## src/rtl/blk_seq.sv

```systemverilog
module blk_seq #(
  parameter int ADDR_W = 64,
  parameter int CNT_W  = 64
) (
  input  logic              clk,
  input  logic              rst,
  input  logic              cfg_we,
  input  logic              cfg_sel,
  input  logic [ADDR_W-1:0] cfg_wdata,
  input  logic [ADDR_W-1:0] addr_in,
  input  logic              src_load,
  input  logic              dst_load,
  input  logic              wr_done,
  output logic [ADDR_W-1:0] src_addr,
  output logic [ADDR_W-1:0] dst_addr,
  output logic              rept,
  output logic              use_first_src
);

  localparam int CTL_W = 7;

  logic [CTL_W-1:0] ctl;
  logic [CNT_W-1:0] cnt;
  logic             active;

  wire armed  = ctl[0];
  wire cnt_up = ctl[1];
  wire fill   = ctl[6];
  wire ctl_wr = cfg_we & ~cfg_sel;
  wire cnt_wr = cfg_we & cfg_sel;
  wire step   = active & wr_done;
  wire last   = (cnt == '0);

  function automatic logic [ADDR_W-1:0] nudge(input logic [ADDR_W-1:0] a,
                                              input logic inc, input logic dec);
    if (inc & ~dec)      return a + 1'b1;
    else if (dec & ~inc) return a - 1'b1;
    else                 return a;
  endfunction

  always_ff @(posedge clk) begin
    if (rst) begin
      ctl      <= '0;
      cnt      <= '0;
      active   <= 1'b0;
      src_addr <= '0;
      dst_addr <= '0;
    end else begin
      if (ctl_wr)           ctl    <= cfg_wdata[CTL_W-1:0];
      else if (step & last) ctl[0] <= 1'b0;

      if (step & last)                       active <= 1'b0;
      else if (dst_load & armed & ~active)   active <= 1'b1;

      if (cnt_wr)             cnt <= cfg_wdata[CNT_W-1:0];
      else if (step & ~last)  cnt <= cnt_up ? cnt + 1'b1 : cnt - 1'b1;

      if (src_load)           src_addr <= addr_in;
      else if (step & ~fill)  src_addr <= nudge(src_addr, ctl[2], ctl[3]);

      if (dst_load)           dst_addr <= addr_in;
      else if (step)          dst_addr <= nudge(dst_addr, ctl[4], ctl[5]);
    end
  end

  assign rept          = active & ~last;
  assign use_first_src = rept & fill;

  a_r7_fill_implies_rept: assert property (@(posedge clk) disable iff (rst)
    use_first_src |-> rept);

  a_r9_end_clears_block: assert property (@(posedge clk) disable iff (rst)
    (active && wr_done && cnt == '0 && !ctl_wr) |=> (!active && !ctl[0] && !rept));

  a_r4_cnt_idle_hold: assert property (@(posedge clk) disable iff (rst)
    (!active && !cnt_wr) |=> $stable(cnt));

  a_r5_src_idle_hold: assert property (@(posedge clk) disable iff (rst)
    (!src_load && !(active && wr_done)) |=> $stable(src_addr));

  a_r6_dst_idle_hold: assert property (@(posedge clk) disable iff (rst)
    (!dst_load && !(active && wr_done)) |=> $stable(dst_addr));

  a_r7_fill_src_hold: assert property (@(posedge clk) disable iff (rst)
    (active && fill && !src_load && !ctl_wr) |=> $stable(src_addr));

endmodule

```

## config.mk

```make
export PLATFORM = sky130hd
export DESIGN_NAME = blk_seq
export DESIGN_NICKNAME = d
export VERILOG_FILES = /design/src/rtl/blk_seq.sv
export SDC_FILE = /design/constraint.sdc
export NUM_CORES = 1
export LEC_CHECK = 0
export BUFFER_PORTS_ARGS = -buffer_cell sky130_fd_sc_hd__buf_2
export CAP_MARGIN = 15
export CORE_UTILIZATION = 32
export DETAILED_ROUTE_END_ITERATION = 8
export GPL_ROUTABILITY_DRIVEN = 1
export PLACE_DENSITY = 0.54
export SLEW_MARGIN = 10
export SYNTH_ARGS = -nofsm -noshare
export SYNTH_HDL_FRONTEND = slang
export SYNTH_SLANG_ARGS = --single-unit
export TNS_END_PERCENT = 1
```

## constraint.sdc

```tcl
create_clock -name clk -period 8.85 [get_ports clk]
set_input_delay 0.4425 -clock clk [delete_from_list [all_inputs] [get_ports clk]]
set_output_delay 0.4425 -clock clk [all_outputs]
set_load 0.01 [all_outputs]
```

### Word-level counts from Yosys, hierarchy flattened

Index checks and enable logic that the tools add are counted.

| word-level totals | value |
|---|---|
| memory bits (writable) | 0 |
| logic and storage cells | 57 |
| memories kept | 0 |
| bits in registers | 200 |
| bits in latches | 0 |
| bits in read-only memories | 0 |
| input bits | 135 |
| output and inout port bits | 130 |

| cells by class | value |
|---|---|
| shift-type cells | 0 |
| add/sub/neg operators | 6 |
| bitwise operators | 22 |
| $mul | 0 |
| div/mod/pow operators | 0 |
| $lt $le $gt $ge | 0 |
| reduce and logical (&&, ||, !) cells | 10 |
| equal/unequal tests | 0 |
| mux-type cells | 13 |

Operators by type and width:

| operator | number |
|---|---|
| $mux 64 | 11 |
| $add 64x1->64 const B | 3 |
| $sub 64x1->64 const B | 3 |
| $logic_not 64->1 | 1 |
| $and 1x1->1 | 14 |
| $not 1->1 | 8 |
| $reduce_bool 2->1 | 4 |
| $reduce_bool 3->1 | 2 |
| $reduce_and 2->1 | 2 |
| $mux 1 | 2 |
| $reduce_or 2->1 | 1 |

### Logic depth before layout (Yosys ltp)

Gate-level depths: netlist of run 1.

| logic depth | value |
|---|---|
| depth in word-level cells | 6 |
| depth in mapped cells | 14 |
| depth with buffers taken out | 14 |

### Worst setup path before layout of run 1

Ideal clock, no wire load.

| path | value |
|---|---|
| kind | register to register |
| start point | register ctl[3] |
| end point | register src_addr[60] |
| path buffers | 0 |
| data required time | 8.764 ns |
| clock period less this slack | 5.068 ns |
| path slack | 3.782 ns |
| cell stages (with the launch flop) | 15 |
| setup time | 0.086 ns |
| data arrival time | 4.982 ns |
| path through | dfxtp_1 -> nand2b_1 -> inv_1 -> fa_1 -> nand3b_1 -> a2111oi_1 -> nor2_1 -> o211ai_1 -> a31oi_1 -> o21ai_1 -> a31oi_1 -> o31ai_2 -> a31oi_1 -> xor2_1 -> a211oi_1 |

| on the way | value |
|---|---|
| longest elaborated chain between the ends | 5 |
| elaborated cells between the ends (all ways) | 8 |
| those cells by class | mux (3); bitwise (3); reduce/logical (2) |

RTL lines:

| what | RTL line | RTL |
|---|---|---|
| from (decl) | 22 | `logic [CTL_W-1:0] ctl;` |
| from (signal assigned) | 49 | `if (ctl_wr) ctl <= cfg_wdata[CTL_W-1:0];` |
| $not 1->1 | 36 | `if (inc & ~dec) return a + 1'b1;` |
| $and 1x1->1 | 36 |  |
| $mux 64 | 36 |  |
| $mux 64 | 59 | `else if (step & ~fill) src_addr <= nudge(src_addr, ctl[2], ctl[3]);` |
| $mux 64 | 58 | `if (src_load) src_addr <= addr_in;` |
| to (signal assigned) | 58 |  |
| to (signal assigned) | 59 |  |
| to (decl) | 14 | `output logic [ADDR_W-1:0] src_addr,` |

Several ways; a longest one is shown, not always the timed one. The select of a mux whose other input is x is not followed.
A chain may end at the register's enable or synchronous reset.

### Worst setup path in the final report of run 1

| path | value |
|---|---|
| start point | register ctl[5] |
| end point | register dst_addr[56] |

| on the way | value |
|---|---|
| longest elaborated chain between the ends | 5 |
| elaborated cells between the ends (all ways) | 8 |
| those cells by class | mux (3); bitwise (3); reduce/logical (2) |

RTL lines:

| what | RTL line | RTL |
|---|---|---|
| $not 1->1 | 36 |  |
| $and 1x1->1 | 36 |  |
| $mux 64 | 36 |  |
| $mux 64 | 62 | `else if (step) dst_addr <= nudge(dst_addr, ctl[4], ctl[5]);` |
| $mux 64 | 61 | `if (dst_load) dst_addr <= addr_in;` |
| to (signal assigned) | 61 |  |
| to (signal assigned) | 62 |  |
| to (decl) | 15 | `output logic [ADDR_W-1:0] dst_addr,` |

Several ways; a longest one is shown, not always the timed one. The select of a mux whose other input is x is not followed.

==> results of run 1 <==
-- registers in the layout (all words and copies together) (netlist names) --
| name | cells |
|---|---|
| cnt | 64 |
| dst_addr | 64 |
| active | 1 |
| src_addr | 64 |
| ctl | 7 |
-- cells in the final DEF (no fill, tap or decap), types with 11 or more instances in the layout --
cell type,instances
sky130_fd_sc_hd__a211oi_1,40
sky130_fd_sc_hd__a21o_1,121
sky130_fd_sc_hd__a21oi_1,413
sky130_fd_sc_hd__a221oi_1,42
sky130_fd_sc_hd__a311oi_1,33
sky130_fd_sc_hd__a31oi_1,29
sky130_fd_sc_hd__and2_1,11
sky130_fd_sc_hd__and3_1,29
sky130_fd_sc_hd__buf_2,261
sky130_fd_sc_hd__buf_4,21
sky130_fd_sc_hd__clkbuf_16,17
sky130_fd_sc_hd__dfxtp_1,200
sky130_fd_sc_hd__ha_1,202
sky130_fd_sc_hd__inv_1,76
sky130_fd_sc_hd__mux2i_1,11
sky130_fd_sc_hd__nand2_1,359
sky130_fd_sc_hd__nand2b_1,24
sky130_fd_sc_hd__nand3_1,47
sky130_fd_sc_hd__nand4_1,68
sky130_fd_sc_hd__nor2_1,234
sky130_fd_sc_hd__nor2b_1,27
sky130_fd_sc_hd__nor3_1,42
sky130_fd_sc_hd__nor4_1,25
sky130_fd_sc_hd__o211ai_1,24
sky130_fd_sc_hd__o21a_1,26
sky130_fd_sc_hd__o21ai_0,162
sky130_fd_sc_hd__o21bai_1,45
sky130_fd_sc_hd__o22ai_1,15
sky130_fd_sc_hd__o31ai_1,11
sky130_fd_sc_hd__xnor2_1,113
sky130_fd_sc_hd__xor2_1,63
-- path summary, 6_finish.rpt --
| path | to | slack (ns) | cells after the start |
|---|---|---|---|
| min reg2reg | cnt[41] | 0.50 | 2 |
| max | dst_addr[56] | 4.10 | 15 |
| max reg2reg | dst_addr[56] | 4.10 | 15 |
| min | cnt[16] | 0.19 | 2 |
-- where the power goes --
group	switching, mW	total [mW]	internal [mW]
clock network	0.425	0.836	0.410
registers	0.0705	1.03	0.959
logic	1.05	1.75	0.699
-- routing by layer --
metal	share of wire (%)	vias to the layer above	global-route usage, %
li1	-	10600	-
met4	4.7	10	11.6
met1	44	9929	29.8
met2	45	630	38.1
met5	0.092	-	0
met3	6.8	121	4.03
-- critical path: cells and delay by family, from the launching register on --
kind | cells | cell delay [ns]
AO/OA/AOI/OAI | 8 | 2.19
buffers and inverters | 2 | 0.83
AND/OR/NAND/NOR | 3 | 0.50
adder cells (fa/ha/maj) | 1 | 0.45
flip-flops | 1 | 0.37
XOR/XNOR | 1 | 0.17
-- metrics by stage --
stage	hold WS (ns)	total power, mW	instance area [um^2]
3_5_place_dp	0.490	2.77	22000
5_1_grt	0.172	3.86	22600
4_1_cts	0.157	3.63	22600
3_3_place_gp	0.491	2.79	22000
2_1_floorplan	0.465	2.33	20300
6_report	0.187	3.61	22600
-- cells by family (layout without fill, tap and decap cells) --
| kind of cell | after synthesis | after routing | share of synthesized area, % |
|---|---|---|---|
| AO/OA/AOI/OAI | 1050 | 1050 | 33.4 |
| XOR/XNOR | 176 | 176 | 7.61 |
| adder cells (fa/ha/maj) | 205 | 205 | 12.8 |
| buffers and inverters | 252 | 392 | 5.28 |
| flip-flops | 200 | 200 | 19.8 |
| multiplexers | 12 | 12 | 0.599 |
| other | 0 | 7 | 0 |
| AND/OR/NAND/NOR | 913 | 913 | 20.6 |
-- layout make-up --
type                    count  area [um^2]  share of cell area [%]
multi-input cells        2356        15200                    67.2
flip-flops and latches    200         4000                    17.7
repair buffers            283         1480                    6.52
well taps                 837         1050                    4.63
clock buffers              19          453                    2.00
inverters                  77          289                    1.28
clock inverters            13          133                   0.586
diodes                      7         17.5                  0.0774
==> run summary, run 1 <==
The critical path starts at ctl[5]. The placed cell count is 3753. The launch instance of the worst register-to-register path is ctl[5]. The number of enable-type register cells in the synthesized netlist came out at 0. The number of buffers added on ports came out at 264. The biggest area contributor in the post-synthesis netlist is sky130_fd_sc_hd__dfxtp_1. The delay of the slowest cell on the worst path came out at 0.63 ns. Dividing the detail-routed wire length by the instance count gives 20.3 um. The per-cell via count in the routed design came out at 5.62.

The number of hold violations in the final report is 0. The finished layout holds approximately 3.8k standard cells, fillers aside. Walking the worst path, the cells encountered are nand2b_2 -> buf_4 -> inv_1 -> fa_1 -> nand3b_1 -> a2111oi_4 -> o21ai_2 -> nand2_1 -> a21oi_1 -> a21oi_1 -> a21oi_1 -> a31oi_1 -> a21oi_1 -> xor2_1 -> a2111oi_0. The largest fanout on the critical path is 71. Across all setup checks in the final design, the least slack found is 4.10 ns.

The number of distinct standard cells referenced by the synthesized netlist is 85. The weighted congestion reported at the end of routability-driven placement came out at about 0.95. The total of fill cells in the finished design is between 6k and 7k. The tree is rooted in a sky130_fd_sc_hd__clkbuf_16. In this run the vertical extent of the chip is about 250 um.

The estimated wirelength of the detail-placed design is 59700 um. At the pin with the least slew margin, the transition time is 1.15 ns. The number of warnings reported in the yosys synthesis log came out at 0. The final net count came out at 3275. The number of buffers inserted to repair setup after CTS is 0.

The setup-violating endpoint count in the final report is 0. Clock tree synthesis found a total of 200 sinks. In the synthesized netlist, the cells that appear most often are sky130_fd_sc_hd__a21oi_1 (413), sky130_fd_sc_hd__nand2_1 (360), sky130_fd_sc_hd__nor2_1 (236).

The fraction of final layout cells sized beyond drive strength 1 came out at 12.4%. Across every metal layer, demand over resource in global routing totals a little under a quarter. The worst-case IR drop observed on VDD is 0.161 mV. The clock transition at the registers of the reported paths is 0.08 ns. The post-route antenna net violation count came out at 0. In the finished design, the share of the clock period the worst path needs comes to 53.7%. The die footprint came out at 0.0643 mm^2. The run finished with clean final reports. The worst hold path begins at cfg_wdata[16]. In this run, synthesis produced a sequential element count of 200. The worst setup path is captured at a flop. The slowest stage of the critical path belongs to the cell sky130_fd_sc_hd__buf_4.

The share of synthesized registers carrying an async set or reset is 0%. The final clock skew came out at between 0.01 and 0.015 ns. The most numerous cell on the critical path is sky130_fd_sc_hd__a21oi_1.

The maximum clock rate came out at 0.211 GHz. The aggregate negative setup slack came out at 0 ns. The worst setup path is launched from a flop. The number of detailed-routing iterations run before antenna repair is 8.

The net count of the mapped netlist came out at 3148. For this run the aggregate overflow at the end of global routing stands at 0. The number of antenna violations at the first check in global routing is 13.

The violation count after the first detailed-routing iteration is 1451. The class of the most critical setup path is flop to flop. Setup repair after global routing left no endpoint under its margin. The wire length of the first global-routing pass is ~120000 um. In this run the deepest clock path goes through 2 buffers.

The analysis attributes to cell leakage a power of 10.1 nW. In the routed design, unresolved DRC markers number 0. At the worst endpoint, the required time is 9.23 ns. The pin count of the biggest net entering global routing is 105.

The count of pins over their slew limit is 0. The arrival time of the worst setup path is just over 5 ns. The number of gates given a new drive strength after cts is 0. The power per cell area came out at 160 mW/mm^2. 265 I/O pins were placed.

In this run the standard cell core region covers 0.0622 mm^2. The leading register cell type out of synthesis is sky130_fd_sc_hd__dfxtp_1. The mean post-synth cell area is 7.21 um^2. The initial cell density of the core came out at 32.6%.

The final design utilization came out at 36.4%. The worst-case setup slack after placement is 4.20 ns. The number of vias after detailed routing came out at 21.3k.

The area share of the leading cell type in the synthesized netlist came out at ~20%. The via count of the first global-routing pass is ~20k. For the worst-skew pair, the clock arrives at the later sink with an insertion delay of 0.51 ns. The register area share after synthesis is between 10% and 20%. The count of H-tree levels built during CTS came out at 4.

After synthesis, the cell types taking the most area are sky130_fd_sc_hd__dfxtp_1 (20%), sky130_fd_sc_hd__ha_1 (12%), sky130_fd_sc_hd__a21oi_1 (10%). Counting the buffers created by CTS gives 17. The count of hold-fix buffers inserted at cts came out at 0. The minimum clock period after layout is 4.75 ns. The type of the worst min-delay path is input pin to flop. sky130_fd_sc_hd__a21oi_1 is the most common cell in the netlist. The floorplan die width came out at 254 um. The detailed-route wire length is roughly 77000 um. TritonCTS built the clock tree. The cell area that synthesis handed to floorplanning was 0.0203 mm^2. Headroom to the max-slew limit came out at around a quarter. The number of placement rows came out at 91. The post-synthesis cell count came out at roughly 2.8k. The layout overhead on the synthesized area is 11.8%. The number of max-cap violations came out at 0.
Note: power is estimated with default switching activity, not from simulation.
==> run 2, diff against run 1 <==
PLACE_DENSITY = 0.56   (was 0.54)
clock period = 3.9 ns   (was 8.85 ns; I/O delays follow)
==> run 2 against run 1 <==
  * Non-clock buffer count grew 162
  * Via count grew 3.1%
  * Clock skew grew 0.0031 ns
  * Sequential cell count is the same
  * Sequential power grew 130%
  * Register-to-register slack lost 4.0 ns
  * Sequential share of layout area shrank 1.1 points
  * Critical path type unchanged
  * Largest power group unchanged
==> run summary, run 2 (same netlist as run 1, synthesis figures left out) <==
The run finished with clean final reports. The clock latency on the worst-skew pair is 0.52 ns (about the same). The wire length of the first global-routing pass is 119000 um (+2.8%). The number of max-cap violations is 0 (unchanged).

Grouping stages by cell kind, the critical path spends the most delay in compound AO/OA/AOI/OAI gates. The largest fanout on the critical path is 4 (-94%). The worst setup path is launched from a flop. The class of the most critical setup path is flop to flop. The weighted congestion reported at the end of routability-driven placement came out at 0.963 (+1.6%). The leading cell type in the layout, fill and taps excluded is sky130_fd_sc_hd__a21oi_1. The TritonCTS buffer count was 17 (unchanged). The number of placement rows came out at 91 (unchanged).

The final design utilization came out at 38.9% (+2.5 points). The number of detailed-routing iterations run before antenna repair is 5 (-3). The die footprint is 0.0643 mm^2 (unchanged). The number of buffer and inverter stages on the critical path came out at 1 (-1). The number of hold violations in the final report came out at 0 (unchanged). The library cells used most frequently in the layout, excluding fill and tap cells, are sky130_fd_sc_hd__a21oi_1 (412), sky130_fd_sc_hd__nand2_1 (359), sky130_fd_sc_hd__buf_2 (261), sky130_fd_sc_hd__nor2_1 (234).

The number of antenna violations at the first check in global routing came out at 13 (unchanged). The count of H-tree levels built during CTS is 4 (unchanged). The global-route met2 utilization is 39.3% (+1.3 points). The final net count came to 3437 (+4.9%). The overall die height came out at 254 um (unchanged). The floorplan die width was 254 um (unchanged). The count of pins over their slew limit is 0 (unchanged). The met3 usage in global routing was 4.16% (+0.13 points). The minimum clock period after layout came to 3.78 ns (-0.973 ns). The global routing met1 resource utilization came out at 30.2% (+0.46 points). The leakage power summed over all cells came out at 10.8 nW (+7.3%). The estimated wirelength of the detail-placed design came to 61800 um (+3.5%).

The area of all placed cells without fillers was 0.0242 mm^2 (+6.9%). The clock transition at the registers of the reported paths came out at 0.08 ns (about the same). Setup repair after global routing could not meet its margin everywhere. The per-cell via count in the routed design was 5.55 (-1.1%). The layout overhead on the synthesized area came out at 19.5%.

The detailed-route wire length per cell came out at 19.9 um (-1.6%). The fraction of final layout cells sized beyond drive strength 1 came out at 15.0% (+2.6 points). In this run the worst hold path is classified as input pin to flop. The final critical-path setup slack is 0.123 ns (-3.98 ns). The headroom to the max-slew limit is 25.8% (+2.4 points).

The post-route antenna net violation count came to 0 (unchanged). The delay of the slowest cell on the worst path is 0.42 ns (-0.21 ns). The area inside the core boundary came out at 0.0622 mm^2 (unchanged). The post-placement cell area was 0.0227 mm^2 (+3.2%). The maximum clock rate was 0.265 GHz (+26%). The worst supply voltage drop on vdd was 0.392 mV (+140%). The violation count after the first detailed-routing iteration was 1287 (-11%).

The arrival time of the worst setup path is 4.19 ns (-0.94 ns). The via count of the first global-routing pass came to 20.7k (+3.6%). The final clock skew came out at 0.0178 ns (+0.00308 ns).

The critical path data required time came out at 4.31 ns (-4.92 ns). CTS placed an instance of sky130_fd_sc_hd__clkbuf_16 at the clock tree root. The setup-violating endpoint count in the final report is 0 (unchanged). The detailed-route wire length came out at 78800 um (+2.5%). The busiest metal layer after global routing is met2. The non-filler instance count after layout is 3951 (+4.2%). The number of ports placed on the die boundary came out at 265 (unchanged). The number of clock sinks was 200 (unchanged). The worst-case setup slack after placement came to 0.00225 ns (-4.19 ns). The aggregate negative setup slack came out at 0 ns (unchanged). The slowest stage of the critical path belongs to the cell sky130_fd_sc_hd__fa_1. TritonCTS built the clock tree. The DRC violation count after routing came out at 0 (unchanged). The signal on the critical path passes through nand2b_4 -> inv_1 -> fa_1 -> nand3b_1 -> a2111oi_4 -> o21ai_2 -> a31oi_4 -> a31oi_4 -> o31ai_4 -> nand4b_1 -> a211o_2 -> o31ai_4 -> xnor2_1 -> a2111oi_2. The number of vias after detailed routing is 21.9k (+3.1%).

The total global routing overflow is 0 (unchanged). The slew at the pin closest to its max-slew limit is 1.11 ns (-0.0342 ns). The initial cell density of the core is 32.6% (unchanged). The largest registers in the layout are cnt x64, dst_addr x64, src_addr x64. The power per cell area came to 354 mW/mm^2 (+120%). The placed cell count came out at 3840 (+2.3%). The post-route clock period utilization was 96.9% (+43 points). The maximum number of buffers from clock root to sink is 2 (unchanged).

The capturing element type of the critical path is a flop. The number of buffers added on ports was 264 (unchanged). The pin count of the biggest net entering global routing came out at 105 (unchanged). The global-route usage over all layers is 24.0% (+0.59 points).
## run 2: changes by cell type in the layout (fill, tap and decap cells not counted), moves of 3 or more
cell	change
sky130_fd_sc_hd__a211oi_1	-3
sky130_fd_sc_hd__o21ai_0	-6
sky130_fd_sc_hd__dlygate4sd3_1	+74
sky130_fd_sc_hd__buf_12	+3
sky130_fd_sc_hd__a211oi_2	+3
sky130_fd_sc_hd__clkinvlp_4	+4
sky130_fd_sc_hd__o21ai_1	+4
sky130_fd_sc_hd__diode_2	-3
sky130_fd_sc_hd__clkinv_4	-3
sky130_fd_sc_hd__buf_4	+85
## run 2: worst min-delay path, cell delays in order
cell and delay, ns:
sky130_fd_sc_hd__buf_2 0.08, sky130_fd_sc_hd__o21ai_0 0.08, sky130_fd_sc_hd__a31oi_1 0.13
## run 2: worst paths after layout
path,from,end,slack [ns],cells after the start
max,ctl[5],dst_addr[58],0.12,14
min,cfg_wdata[52],cnt[52],0.01,3
max reg2reg,ctl[5],dst_addr[58],0.12,14
min reg2reg,cnt[43],cnt[43],0.51,2
## run 2: timing repair
item / in CTS / in global routing
pin swaps: 0 / 6
hold buffers: 74 / 0
buffers inserted: 0 / 1
gates cloned: 0 / 0
hold endpoints to repair: 92 / 0
resized for setup: 1 / 24
setup endpoints to repair: 4 / 38
## run 2: power by group
group | switching (mW) | total (mW) | internal (mW)
Combinational | 2.46 | 4.27 | 1.81
Clock | 0.994 | 1.96 | 0.961
Sequential | 0.158 | 2.33 | 2.18
Total | 3.62 | 8.56 | 4.95
## run 2: cell type report
type                       count  area (um^2)
antenna                        4         10.0
clock buffer                  18          429
clock inverter                14          163
fill                        6673        38000
inverter                      77          293
multi-input combinational   2356        15300
sequential                   200         4000
tap                          837         1050
timing repair buffer         445         2910
## run 2: metrics by stage
step	hold slack (ns)	total power [mW]
6_report	0.0133	8.56
5_1_grt	0.0211	9.14
4_1_cts	0.0000141	8.53
3_5_place_dp	0.443	6.49
3_3_place_gp	0.445	6.53
2_1_floorplan	0.311	5.29
## run 2: layer usage
layer	wire, um	vias to the layer above
li1	-	10900
met1	34200	10200
met2	35800	646
met3	5090	148
met4	3660	14
met5	77	-
==> run 3, diff against run 2 <==
MAX_ROUTING_LAYER = met4   (was default)
==> run 3 against run 2 <==
  * Critical path depth did not move
  * Final cell count rose by 0.15%
  * Cell area rose by 0.18%
  * Register-to-register slack improved by 0.03 ns
  * First-iteration DRC count fell by 3.3%
  * Hold slack got worse by 0.0012 ns
  * Critical path type unchanged
==> run summary, run 3 (same netlist as run 1, synthesis figures left out) <==
The flow ran to the end, and the final reports show no timing, DRC or antenna violations. The via count of the first global-routing pass is 20.9k (+0.92%). The final net count is 3435 (-0.058%).

The number of detailed-routing iterations run before antenna repair is 7 (+2). The final clock skew came out at 0.0152 ns (-0.00253 ns). The number of hold violations in the final report came out at 0 (unchanged). The type of the worst min-delay path is input pin to flop.

The power per cell area is 348 mW/mm^2 (-1.6%). The critical path data required time is 4.31 ns (about the same). The leakage power summed over all cells came out at 10.8 nW (about the same).

Routed signal wires occupy layers up through met4. The arrival time of the worst setup path is 4.16 ns (-0.03 ns). The DRC violation count after routing came out at 0 (unchanged).

The routed metal-1 wire length is 34400 um (+0.76%). The post-route antenna net violation count is 0 (unchanged). The area inside the core boundary came out at 0.0622 mm^2 (unchanged).

The number of clock sinks was 200 (unchanged). The pin count of the biggest net entering global routing is 105 (unchanged). The headroom to the max-slew limit is 26.8% (+1.0 points). The total global routing overflow is 0 (unchanged).

The count of pins over their slew limit came out at 0 (unchanged). STA classifies the critical path startpoint as a flop. The wire length on met3 is 4830 um (-5.1%). The clock latency on the worst-skew pair came out at 0.52 ns (about the same).

The area of all placed cells without fillers came out at 0.0242 mm^2 (+0.18%). The weighted congestion reported at the end of routability-driven placement came out at 0.983 (+2.2%). The count of H-tree levels built during CTS is 4 (unchanged). The violation count after the first detailed-routing iteration is 1244 (-3.3%). The per-cell via count in the routed design came to 5.52 (-0.60%).

The estimated wirelength of the detail-placed design came out at 61800 um (about the same). The post-placement cell area is 0.0227 mm^2 (unchanged). The post-route clock period utilization came to 96.2% (-0.70 points). The number of max-cap violations came out at 0 (unchanged).

The fraction of final layout cells sized beyond drive strength 1 came out at 15.3% (+0.34 points). The largest fanout on the critical path is 46 (+42). Leaving out fill and tap cells, the most frequent cell in the layout is sky130_fd_sc_hd__a21oi_1. The clock transition at the registers of the reported paths was 0.09 ns (about the same). TritonCTS built the clock tree. The layout overhead on the synthesized area came out at 19.7%. The number of antenna violations at the first check in global routing is 11 (-2). The setup-violating endpoint count in the final report was 0 (unchanged). The detailed-route wire length per cell came out at 19.9 um (about the same). The maximum clock rate came out at 0.267 GHz (+0.72%). The TritonCTS buffer count came out at 17 (unchanged). The number of ports placed on the die boundary is 265 (unchanged). The overall die height is 254 um (unchanged). In the layout the commonest cells are sky130_fd_sc_hd__a21oi_1 (408), sky130_fd_sc_hd__nand2_1 (359), sky130_fd_sc_hd__buf_2 (261), sky130_fd_sc_hd__nor2_1 (234), sky130_fd_sc_hd__ha_1 (200). The number of buffers added on ports came to 264 (unchanged). The number of placement rows came out at 91 (unchanged).

The floorplan die width is 254 um (unchanged). The minimum clock period after layout was 3.75 ns (-0.0272 ns). The number of vias after detailed routing is 21.8k (-0.45%). The worst supply voltage drop on vdd is 0.372 mV (-5.1%). Setup repair after global routing could not meet its margin everywhere.

The wire length of the first global-routing pass came to 120000 um (+0.36%). The maximum number of buffers from clock root to sink is 2 (unchanged). The die footprint came out at 0.0643 mm^2 (unchanged). The length of routed met2 wiring came out at 36100 um (+0.77%). The clock tree root buffer cell is sky130_fd_sc_hd__clkbuf_16. The global-route usage over all layers came to 24.8% (+0.81 points). The detailed-route wire length came out at 78900 um (+0.14%). The largest registers in the layout are cnt x64, dst_addr x64, src_addr x64. The class of the most critical setup path is flop to flop. The initial cell density of the core is 32.6% (unchanged). The slew at the pin closest to its max-slew limit was 1.10 ns (-0.0149 ns).

The final-layout worst hold slack is 0.0121 ns (-0.00117 ns). The worst setup path is captured at a flop.
## run 3: area by class of cell
class | count | area, um^2
well taps | 837 | 1050
diodes | 13 | 32.5
inverters | 77 | 293
clock inverters | 14 | 118
multi-input cells | 2356 | 15400
repair buffers | 443 | 2940
flip-flops and latches | 200 | 4010
clock buffers | 17 | 425
fillers | 6670 | 37900
## run 3: worst paths after layout
kind,start,to,slack [ns],cells after the start
worst min-delay path,cfg_wdata[8],cnt[8],0.01,3
worst max register to register,ctl[5],dst_addr[58],0.15,14
worst max-delay path,ctl[5],dst_addr[58],0.15,14
worst min register to register,cnt[43],cnt[43],0.50,2
## run 3: per-layer routing
layer | global-route usage [%] | vias up
met5 | - | -
met2 | 39.9 | 618
met3 | 4.57 | 110
met4 | 11.7 | 0
li1 | - | 10900
met1 | 29.9 | 10200
## run 3: power breakdown
group          switching [mW]  internal [mW]
Sequential              0.157           2.18
Combinational            2.48           1.82
Clock                   0.980          0.828
Total                    3.62           4.83
## run 3: worst max-delay path: stages, from the launching register on
cell,delay [ns]
sky130_fd_sc_hd__dfxtp_2,0.35
sky130_fd_sc_hd__nand2b_4,0.15
sky130_fd_sc_hd__buf_12,0.18
sky130_fd_sc_hd__ha_1,0.35
sky130_fd_sc_hd__nand3b_1,0.19
sky130_fd_sc_hd__a2111oi_4,0.46
sky130_fd_sc_hd__o21ai_2,0.12
sky130_fd_sc_hd__a31oi_4,0.25
sky130_fd_sc_hd__a31oi_4,0.14
sky130_fd_sc_hd__o31ai_4,0.25
sky130_fd_sc_hd__nand4b_1,0.18
sky130_fd_sc_hd__a211o_2,0.37
sky130_fd_sc_hd__o31ai_4,0.18
sky130_fd_sc_hd__xnor2_1,0.10
sky130_fd_sc_hd__a2111oi_2,0.35
## run 3: stage by stage
stage	instances	setup WS, ns	utilization, %	power (mW)	setup TNS, ns
floorplan	2808	-0.275	-	5.29	-2.30
global placement	3835	0.0126	36.6	6.53	0
detailed placement	3835	-0.0464	36.6	6.49	-0.0792
CTS	3941	0.0272	38.7	8.39	0
global route	3954	-0.144	39.0	9.03	-0.335
finish	3957	0.150	39.0	8.45	0
## run 3: what timing repair did
item                                    CTS  global route
pin swaps                                 0            10
hold buffers                             75             0
endpoints found under the hold margin    94             0
gates resized for setup                   3            30
endpoints found under the setup margin    5            39
setup buffers                             0             3
